File: src/rtl/lbwin_pkg.sv
package lbwin_pkg;

    localparam int LB_AW   = 32;
    localparam int LB_GRAN = 24;
    localparam int LB_TAGW = LB_AW - LB_GRAN;
    localparam int LB_NWIN = 3;
    localparam int LB_KW   = 3;
    localparam int LB_DW   = LB_TAGW + LB_KW + 2;

    localparam logic [LB_KW-1:0] KIND_MEM   = 3'd0;
    localparam logic [LB_KW-1:0] KIND_MEMPF = 3'd1;
    localparam logic [LB_KW-1:0] KIND_IO    = 3'd2;
    localparam logic [LB_KW-1:0] KIND_CFG   = 3'd3;
    localparam logic [LB_KW-1:0] KIND_MSG   = 3'd4;

    typedef struct packed {
        logic               en;
        logic [LB_TAGW-1:0] lbase;
        logic [LB_TAGW-1:0] xbase;
        logic [1:0]         szc;
        logic [LB_KW-1:0]   kind;
    } win_cfg_t;

    // Mask over the upper address tag; cleared low bits lie inside the window.
    function automatic logic [LB_TAGW-1:0] tag_mask(input logic [1:0] szc,
                                                    input logic [LB_KW-1:0] kind);
        logic [LB_TAGW-1:0] m;
        int unsigned sh;
        m = '1;
        if (kind == KIND_CFG) begin
            sh = 0;
        end else begin
            unique case (szc)
                2'd0:    sh = 0;
                2'd1:    sh = 4;
                2'd2:    sh = 5;
                default: sh = 6;
            endcase
        end
        return m << sh;
    endfunction

    // Power-up layout: three consecutive windows, all disabled.
    function automatic win_cfg_t def_cfg(input int idx);
        win_cfg_t c;
        c.en    = 1'b0;
        c.lbase = LB_TAGW'(8'h40 + 8'(idx * 16));
        c.xbase = LB_TAGW'(8'h40 + 8'(idx * 16));
        c.szc   = (idx == LB_NWIN - 1) ? 2'd0 : 2'd1;
        c.kind  = (idx == 0) ? KIND_MEM : ((idx == 1) ? KIND_MEMPF : KIND_IO);
        return c;
    endfunction

endpackage

File: src/rtl/lbwin_regs.sv
module lbwin_regs
    import lbwin_pkg::*;
#(
    parameter int NWIN = LB_NWIN,
    parameter int DW   = LB_DW,
    localparam int IDXW = $clog2(NWIN + 1)
) (
    input  logic            clk,
    input  logic            rst_n,
    input  logic            we,
    input  logic [IDXW-1:0] win,
    input  logic            sel,
    input  logic [DW-1:0]   wdata,
    output win_cfg_t        cfg_o [NWIN]
);

    localparam int KLO = 2;
    localparam int TLO = KLO + LB_KW;

    for (genvar i = 0; i < NWIN; i++) begin : g_win
        logic [LB_KW-1:0] kind_in;

        if (i == NWIN - 1) begin : g_io_only
            // Last window carries only I/O or message-unit traffic.
            always_comb begin
                kind_in = wdata[TLO-1:KLO];
                if (kind_in != KIND_IO && kind_in != KIND_MSG) begin
                    kind_in = KIND_IO;
                end
            end
        end else begin : g_any
            always_comb kind_in = wdata[TLO-1:KLO];
        end

        always_ff @(posedge clk) begin
            if (!rst_n) begin
                cfg_o[i] <= def_cfg(i);
            end else if (we && win == IDXW'(i)) begin
                if (!sel) begin
                    cfg_o[i].lbase <= wdata[DW-1:TLO];
                    cfg_o[i].en    <= wdata[0];
                end else begin
                    cfg_o[i].xbase <= wdata[DW-1:TLO];
                    cfg_o[i].kind  <= kind_in;
                    cfg_o[i].szc   <= wdata[1:0];
                end
            end
        end
    end

endmodule

File: src/rtl/lbwin_match.sv
module lbwin_match
    import lbwin_pkg::*;
#(
    parameter int AW = LB_AW
) (
    input  win_cfg_t        cfg,
    input  logic [AW-1:0]   addr,
    output logic            hit,
    output logic [AW-1:0]   xaddr
);

    localparam int GRAN = AW - LB_TAGW;

    logic [LB_TAGW-1:0] mask;
    logic [AW-1:0]      full_mask;
    logic [AW-1:0]      xlat;

    always_comb begin
        mask      = tag_mask(cfg.szc, cfg.kind);
        full_mask = {mask, {GRAN{1'b0}}};
        hit       = cfg.en && ((addr[AW-1:GRAN] & mask) == (cfg.lbase & mask));
        xlat      = {cfg.xbase & mask, {GRAN{1'b0}}} | (addr & ~full_mask);
        if (cfg.kind == KIND_CFG) begin
            xlat[1:0] = 2'b00;
        end
        xaddr = xlat;
    end

endmodule

File: src/rtl/lbwin_pick.sv
module lbwin_pick
    import lbwin_pkg::*;
#(
    parameter int NWIN = LB_NWIN,
    parameter int AW   = LB_AW,
    localparam int IDXW = $clog2(NWIN + 1)
) (
    input  logic [NWIN-1:0]  hits,
    input  logic [AW-1:0]    xaddrs [NWIN],
    input  logic [LB_KW-1:0] kinds  [NWIN],
    output logic             any,
    output logic [IDXW-1:0]  idx,
    output logic [AW-1:0]    addr,
    output logic [LB_KW-1:0] kind
);

    // Walk downward so that the lowest matching index is written last.
    always_comb begin
        any  = 1'b0;
        idx  = '1;
        addr = '0;
        kind = '0;
        for (int i = NWIN - 1; i >= 0; i--) begin
            if (hits[i]) begin
                any  = 1'b1;
                idx  = IDXW'(i);
                addr = xaddrs[i];
                kind = kinds[i];
            end
        end
    end

endmodule

File: src/rtl/lbwin_xlate.sv
module lbwin_xlate
    import lbwin_pkg::*;
#(
    parameter int NWIN = LB_NWIN,
    parameter int AW   = LB_AW,
    parameter int DW   = LB_DW,
    localparam int IDXW = $clog2(NWIN + 1)
) (
    input  logic             clk,
    input  logic             rst_n,
    input  logic             reg_we,
    input  logic [IDXW-1:0]  reg_win,
    input  logic             reg_sel,
    input  logic [DW-1:0]    reg_wdata,
    input  logic             req_valid,
    input  logic [AW-1:0]    req_addr,
    output logic             rsp_valid,
    output logic             rsp_hit,
    output logic [IDXW-1:0]  rsp_win,
    output logic [AW-1:0]    rsp_addr,
    output logic [LB_KW-1:0] rsp_kind
);

    typedef enum logic [1:0] {
        ST_IDLE = 2'd0,
        ST_HIT  = 2'd1,
        ST_MISS = 2'd2
    } rsp_state_t;

    win_cfg_t         cfg [NWIN];
    logic [NWIN-1:0]  hits;
    logic [AW-1:0]    xaddrs [NWIN];
    logic [LB_KW-1:0] kinds  [NWIN];
    logic             pk_any;
    logic [IDXW-1:0]  pk_idx;
    logic [AW-1:0]    pk_addr;
    logic [LB_KW-1:0] pk_kind;

    rsp_state_t       state_q, state_d;
    logic [IDXW-1:0]  idx_q;
    logic [AW-1:0]    addr_q;
    logic [LB_KW-1:0] kind_q;

    lbwin_regs #(.NWIN(NWIN), .DW(DW)) u_regs (
        .clk   (clk),
        .rst_n (rst_n),
        .we    (reg_we),
        .win   (reg_win),
        .sel   (reg_sel),
        .wdata (reg_wdata),
        .cfg_o (cfg)
    );

    for (genvar i = 0; i < NWIN; i++) begin : g_match
        lbwin_match #(.AW(AW)) u_match (
            .cfg   (cfg[i]),
            .addr  (req_addr),
            .hit   (hits[i]),
            .xaddr (xaddrs[i])
        );
        assign kinds[i] = cfg[i].kind;
    end

    lbwin_pick #(.NWIN(NWIN), .AW(AW)) u_pick (
        .hits   (hits),
        .xaddrs (xaddrs),
        .kinds  (kinds),
        .any    (pk_any),
        .idx    (pk_idx),
        .addr   (pk_addr),
        .kind   (pk_kind)
    );

    // Next-state decision: quiet / matched / unmatched, from every state.
    always_comb begin
        state_d = ST_IDLE;
        unique case (state_q)
            ST_IDLE, ST_HIT, ST_MISS: begin
                if (!req_valid)  state_d = ST_IDLE;
                else if (pk_any) state_d = ST_HIT;
                else             state_d = ST_MISS;
            end
            default: state_d = ST_IDLE;
        endcase
    end

    always_ff @(posedge clk) begin
        if (!rst_n) begin
            state_q <= ST_IDLE;
            idx_q   <= '1;
            addr_q  <= '0;
            kind_q  <= '0;
        end else begin
            state_q <= state_d;
            if (req_valid) begin
                idx_q  <= pk_idx;
                addr_q <= pk_addr;
                kind_q <= pk_kind;
            end
        end
    end

    always_comb begin
        rsp_valid = 1'b0;
        rsp_hit   = 1'b0;
        rsp_win   = '1;
        rsp_addr  = '0;
        rsp_kind  = '0;
        unique case (state_q)
            ST_IDLE: ;
            ST_HIT: begin
                rsp_valid = 1'b1;
                rsp_hit   = 1'b1;
                rsp_win   = idx_q;
                rsp_addr  = addr_q;
                rsp_kind  = kind_q;
            end
            ST_MISS: rsp_valid = 1'b1;
            default: ;
        endcase
    end

endmodule

File: config.mk
export PLATFORM = sky130hd
export DESIGN_NAME = lbwin_xlate
export DESIGN_NICKNAME = d
export VERILOG_FILES = /design/src/rtl/lbwin_pkg.sv /design/src/rtl/lbwin_regs.sv /design/src/rtl/lbwin_match.sv /design/src/rtl/lbwin_pick.sv /design/src/rtl/lbwin_xlate.sv
export SDC_FILE = /design/constraint.sdc
export NUM_CORES = 1
export LEC_CHECK = 0
export ABC_AREA = 1
export BUFFER_PORTS_ARGS = -buffer_cell sky130_fd_sc_hd__buf_4
export CAP_MARGIN = 20
export CELL_PAD_IN_SITES_DETAIL_PLACEMENT = 0
export CELL_PAD_IN_SITES_GLOBAL_PLACEMENT = 2
export CORE_UTILIZATION = 32
export CTS_BUF_LIST = sky130_fd_sc_hd__clkbuf_2
export CTS_CLUSTER_SIZE = 16
export DETAILED_ROUTE_END_ITERATION = 10
export PLACE_DENSITY_LB_ADDON = 0.1
export SETUP_SLACK_MARGIN = 0.2
export SLEW_MARGIN = 20
export SYNTH_ARGS = -nofsm -noshare
export SYNTH_HDL_FRONTEND = slang
export SYNTH_SLANG_ARGS = --single-unit
export TNS_END_PERCENT = 5
File: constraint.sdc
create_clock -name clk -period 2.13 [get_ports clk]
set_clock_uncertainty 0.15 [all_clocks]
set_input_delay 0.1065 -clock clk [delete_from_list [all_inputs] [get_ports clk]]
set_output_delay 0.1065 -clock clk [all_outputs]
set_load 0.1 [all_outputs]
==> metrics.txt, run 1 <==
number of buffer and inverter stages on the critical path 4; largest net degree at the start of global routing 52; Setup TNS Final 0 ns; die height between 100 and 150 µm; port bufs 90; # nets final around 1000; layout cells sized above 1 between 30% and 40%; Finish-stage setup viols 0; Clock Tree Buf Depth 2; Initial Util roughly 33%; DP Worst Slack -0.0171 ns; fmax 491 MHz; CTS Sinks between 100 and 150; FP Rows 47; global-route wire length before repair 27400 µm; leading area contributor after synthesis dfxtp_1; pwr dens approximately 470 nW/µm²; Largest delay share family, worst path buffers and inverters; Yosys top cell area share roughly two fifths; Least-Margin Pin Slew about 0.65 ns; Setup WS post-layout approximately 0.093 ns; Period minus WS final just over 2 ns; area of the core ~16000 µm²; final instance area 8130 µm²; P_int 2.76 mW; violated checks DRC; syn_nets 840; Post-synth EDFFs 0; CTS tree done; final wirelength 17600 µm; Die ar. 17300 µm²; startpoint types register; Initial DRC Count 214; Async SR Flop Fraction 0%; Root Buffer clkbuf_2; Arr. time, crit path ~1.8 ns; # IOs between 90 and 100; Leak around 3.4 nW; Post-DP Area between 6000 and 7000 µm²; First-pass DRT Iterations 7; crit-path cells inv_2 -> ha_4 -> buf_6 -> nand2_1 -> clkinvlp_4 -> buf_12; Layout Area Growth over Synthesis 51.3%; ant diodes 0; worst skew pair latency between 0.6 and 0.7 ns; relative slew slack between 50% and 60%; Cells on Worst Hold Path 7; switching share of power 27.3%; Area contributors post-synth dfxtp_1 (39%), nand2_1 (16%), inv_1 (6.8%); via count 5500; Max stage delay on crit path between 0.3 and 0.4 ns; top_reg_cell synth dfxtp_1; Num CTS Buffers 9; global-route usage over all layers 20.3%; via/cell ratio about 4.7; dpl hpwl 11600 µm; P_sw roughly 1.0 mW; DR WL/cell roughly 15 µm; crit path kind register to output port; Cells after Synth between 700 and 800; Remaining DRCs 2; worst-path maximum fanout 10; WP data required 1.87 ns; run status complete, but fails checks; Ys Warns 0; leading cell type in the layout, fill and taps excluded nand2_1; Peak VDD IR about 320 µV; synth unique cells 33; Worst setup EP type output port; post-synthesis cell area between 5000 and 6000 µm²; synthesized area per cell 6.84 µm²; FF+latch count, synth approximately 110; period utilisation layout a little over nine tenths; initial antenna violation count 0; Hold Slack around 0.018 ns; Comb pwr share between 10% and 20%; grt ovf 0; Final Hold Viols 0; CTS clk-pin slew, worst paths around 0.28 ns; CTS HTree Levels 3; fin. max-slew vios 0; RSZ-0062 raised after global routing yes; CP Depth 6; GP Congestion between 0.8 and 0.9; most frequent cells in the layout nand2_1 (203), dfxtp_1 (94), buf_4 (82); Clock power frac a little under a third; number of routed nets with antenna violations 0; register area share after synthesis about two fifths; Max-Cap Viols 0; worst hold path class input port to register; CP max stage cell dfxtp_2; worst-case reg-to-reg path depth 12; DIE WIDTH around 130 µm; vias in the first global route roughly 5200; sequential share of power a little over half
[power groups by stage]
| stage | registers, mW | clock network [mW] | logic, mW |
|---|---|---|---|
| after global routing | 2.05 | 1.31 | 0.610 |
| after global placement | 2.07 | 0 | 0.446 |
| after floorplan | 2.07 | 0 | 0.242 |
| after detailed placement | 2.07 | 0 | 0.446 |
| after CTS | 2.04 | 1.25 | 0.534 |
| final | 2.04 | 1.20 | 0.551 |
[Yosys cell counts, types with 2 or more instances]
cell	instances
a21oi_2	18
clkbuf_1	24
nor2_1	55
inv_1	98
nand3_1	45
nand3_2	23
nand4_1	24
nand2_2	2
o21ai_2	2
buf_2	8
nor2_2	2
o21ai_0	55
buf_12	2
ha_1	2
a21oi_1	55
buf_4	2
buf_1	6
dfxtp_1	105
xor2_1	8
o211ai_1	6
inv_2	7
nand2_1	225
o21ai_1	2
[registers in the layout, indices dropped and copies added, names as in the netlist]
register      count
addr_q           32
idx_q             2
kind_q            3
state_q           2
u_regs.cfg_o     66
[metal layers]
metal	vias to the layer above	GRT usage (%)	wire, µm
li1	2826	-	-
met1	2552	24.4	8030
met2	101	36.7	8810
met3	21	2.47	434
met4	0	7.11	344
met5	-	0	0
[through the flow]
stage	cells	power, mW	utilization [%]
3_3_place_gp	1074	2.52	38.8
5_1_grt	1173	3.97	49.4
4_1_cts	1161	3.82	46.5
3_5_place_dp	1074	2.52	38.8
6_report	1173	3.80	49.4
2_1_floorplan	786	2.31	-
[area by class of cell]
class	instances	area (µm²)
Timing Repair Buffer	191	2130
Clock buffer	10	50.0
Tap cell	220	275
Clock inverter	6	106
Multi-Input combinational cell	535	2950
Fill cell	1651	8330
Sequential cell	105	2120
Inverter	106	507
[what timing repair did]
action,CTS,global route
gates cloned,1,2
pin swaps,3,29
endpoints found under the setup margin,64,92
setup buffers,5,11
endpoints found under the hold margin,105,28
gates resized for setup,98,106
hold buffers,65,1
[worst register-to-register path, cell delays in order, from the launching register on]
cell and delay [ns]:
dfxtp_2 0.39, inv_2 0.05, nand2_1 0.04, nand2_1 0.09, nand2_2 0.07, nor2_4 0.13, nor2_4 0.06, nor2_4 0.30
buf_6 0.19, nand3_1 0.09, nand3_1 0.09, nand2_1 0.08, a21oi_2 0.12
[path summary, 6_finish.rpt]
path | startpoint | to | slack (ns)
setup reg to reg | u_regs.cfg_o[15]$_SDFFE_PN0P_ | addr_q[27]$_SDFFE_PN0P_ | 0.21
hold reg to reg | u_regs.cfg_o[50]$_SDFFE_PN0P_ | u_regs.cfg_o[50]$_SDFFE_PN0P_ | 0.32
hold / removal | reg_win[0] | u_regs.cfg_o[19]$_SDFFE_PN1P_ | 0.02
setup / recovery | state_q[1]$_SDFF_PN0_ | rsp_addr[9] | 0.09
[cells by family after synthesis]
group | count (synthesis) | share of synthesized area (%)
compound gates | 139 | 14.7
fa+ha+maj | 2 | 0.465
xor+xnor | 8 | 1.30
flops | 105 | 39.1
simple gates | 383 | 33.0
buf+inv | 149 | 11.5
Note: power is estimated with default switching activity, not from simulation.
==> run 2: changes to the inputs <==
--- a/config.mk
+++ b/config.mk
@@ -9,8 +9,8 @@
 export BUFFER_PORTS_ARGS = -buffer_cell sky130_fd_sc_hd__buf_4
 export CAP_MARGIN = 20
 export CELL_PAD_IN_SITES_DETAIL_PLACEMENT = 0
-export CELL_PAD_IN_SITES_GLOBAL_PLACEMENT = 2
-export CORE_UTILIZATION = 32
+export CELL_PAD_IN_SITES_GLOBAL_PLACEMENT = 1
+export CORE_UTILIZATION = 41
 export CTS_BUF_LIST = sky130_fd_sc_hd__clkbuf_2
 export CTS_CLUSTER_SIZE = 16
 export DETAILED_ROUTE_END_ITERATION = 10
@@ -20,4 +20,4 @@
 export SYNTH_ARGS = -nofsm -noshare
 export SYNTH_HDL_FRONTEND = slang
 export SYNTH_SLANG_ARGS = --single-unit
-export TNS_END_PERCENT = 5
+export TNS_END_PERCENT = 20
==> run 2 against run 1 <==
Against the previous run: critical path depth stayed put; global-route usage is 5.1 points higher; core utilization is 13 points higher; critical path type unchanged; power is 7.0% lower; maximum frequency is 0.43% higher; register-to-register slack worse by 0.03 ns; clock power is 21% lower; largest cell class unchanged; via count is 0.27% higher; the flow now finishes without violations; combinational power is 0.9% lower; largest power group unchanged; sequential share of layout area is 0.90 points higher.
==> metrics.txt, run 2 (synthesized netlist as in run 1, its figures left out) <==
dpl hpwl between 10000 and 15000 µm; Period minus WS final between 2 and 2.5 ns; fmax slightly below 500 MHz; startpoint types register; DIE WIDTH ~120 µm; largest net degree at the start of global routing 52; Least-Margin Pin Slew about 0.56 ns; CTS Sinks between 100 and 150; DR WL/cell roughly 15 µm; max reg flops between 60 and 70; relative slew slack 62.2%; layout cells sized above 1 28.9%; run status finished, final reports clean; leading cell type in the layout, fill and taps excluded nand2_1; via/cell ratio between 4 and 5; initial antenna violation count 0; crit path kind register to output port; GP Congestion about 0.86; # IOs 91; final instance area between 7000 and 8000 µm²; port bufs 90; Initial Util 42.3%; fin. max-slew vios 0; Die ar. 13600 µm²; Root Buffer clkbuf_2; most frequent cells in the layout nand2_1 (209), dfxtp_1 (86), dlygate4sd3_1 (76); # nets final about 1000; area of the core about 13000 µm²; largest register by flop count u_regs.cfg_o; period utilisation layout ~95%; FP Rows slightly above 40; Peak VDD IR between 200 and 300 µV; worst hold path class input port to register; Initial DRC Count 280; Arr. time, crit path between 1.5 and 2 ns; Finished Core Util between 60 and 70%; RSZ-0062 raised after global routing yes; via count 5515; ant diodes 0; grt ovf 0; Max-Cap Viols 0; worst skew pair latency between 0.6 and 0.7 ns; Leak 3.20 nW; vias in the first global route 5325; Finish-stage setup viols 0; biggest regs u_regs.cfg_o x66, addr_q x32, kind_q x3; WP data required 1.87 ns; global-route usage over all layers approximately a quarter; number of routed nets with antenna violations 0; global-route wire length before repair about 26000 µm; pwr dens 447 nW/µm²; Setup TNS Final 0 ns; die height ~120 µm; First-pass DRT Iterations 5; Hold Slack roughly 0.01 ns; Worst setup EP type output port; worst-path maximum fanout 10; CTS clk-pin slew, worst paths between 0.2 and 0.3 ns; final wirelength roughly 17000 µm; Remaining DRCs 0; Num CTS Buffers 9; Final Hold Viols 0; Post-DP Area 6310 µm²; Total Power ~3.5 mW; Layout Area Growth over Synthesis 47.1%; CTS HTree Levels 3; CTS tree done; Clock Tree Buf Depth 2; r2r setup slk 0.18 ns
run 2: cell types whose count changed in the layout (fill, tap and decap cells not counted), sizes merged:
cell          change
nand3b            -3
clkinv            +1
bufinv            -2
inv               +1
buf              -13
dlygate4sd3      +16
dlymetal6s4s      -4
run 2: timing repair:
action | CTS | global route
endpoints found under the hold margin | 101 | 9
setup buffers | 4 | 0
hold buffers | 76 | 1
resized for setup | 91 | 97
setup endpoints to repair | 60 | 85
pin swaps | 3 | 47
run 2: final timing paths:
check | from | cells past startpoint | end
worst min-delay path | req_addr[31] | 8 | kind_q[0]$_SDFFE_PN0P_
worst min register to register | u_regs.cfg_o[56]$_SDFFE_PN0P_ | 2 | u_regs.cfg_o[56]$_SDFFE_PN0P_
worst max-delay path | state_q[1]$_SDFF_PN0_ | 6 | rsp_addr[3]
worst max register to register | u_regs.cfg_o[24]$_SDFFE_PN0P_ | 8 | addr_q[23]$_SDFFE_PN0P_
run 2: critical path, stage by stage, from the launching register on:
cell and delay [ns]:
dfxtp_2 0.39, inv_2 0.04, ha_4 0.18, buf_6 0.16
nand2_1 0.11, clkinvlp_4 0.11, buf_12 0.17
run 2: area by class of cell:
cell class / count / area, µm²
tap: 172 / 215
sequential: 105 / 2130
inverter: 106 / 505
clock buffer: 10 / 50.0
clock inverter: 6 / 58.8
timing repair buffer: 190 / 2110
multi-input combinational: 532 / 2840
fill: 1148 / 4810
run 2: metrics by stage:
stage,std cells,setup WS (ns)
after global placement,1024,0.247
after floorplan,786,0.199
after CTS,1120,0.0672
after detailed placement,1024,0.162
after global routing,1121,-0.0337
final,1121,0.101
run 2: metal layers:
layer | GRT usage [%] | part of all wire (%) | wire, µm
met1 | 29.7 | 44 | 7320
met2 | 46.2 | 50 | 8300
met3 | 3.32 | 3.5 | 587
met4 | 11.4 | 2.7 | 446
met5 | 0 | 0 | 0
run 2: report_power, final:
part           internal [mW]  switching, mW  total, mW  leakage (nW)
clock                  0.268          0.676      0.944        0.0670
sequential              2.02         0.0265       2.04         0.857
combinational          0.237          0.309      0.546          2.28
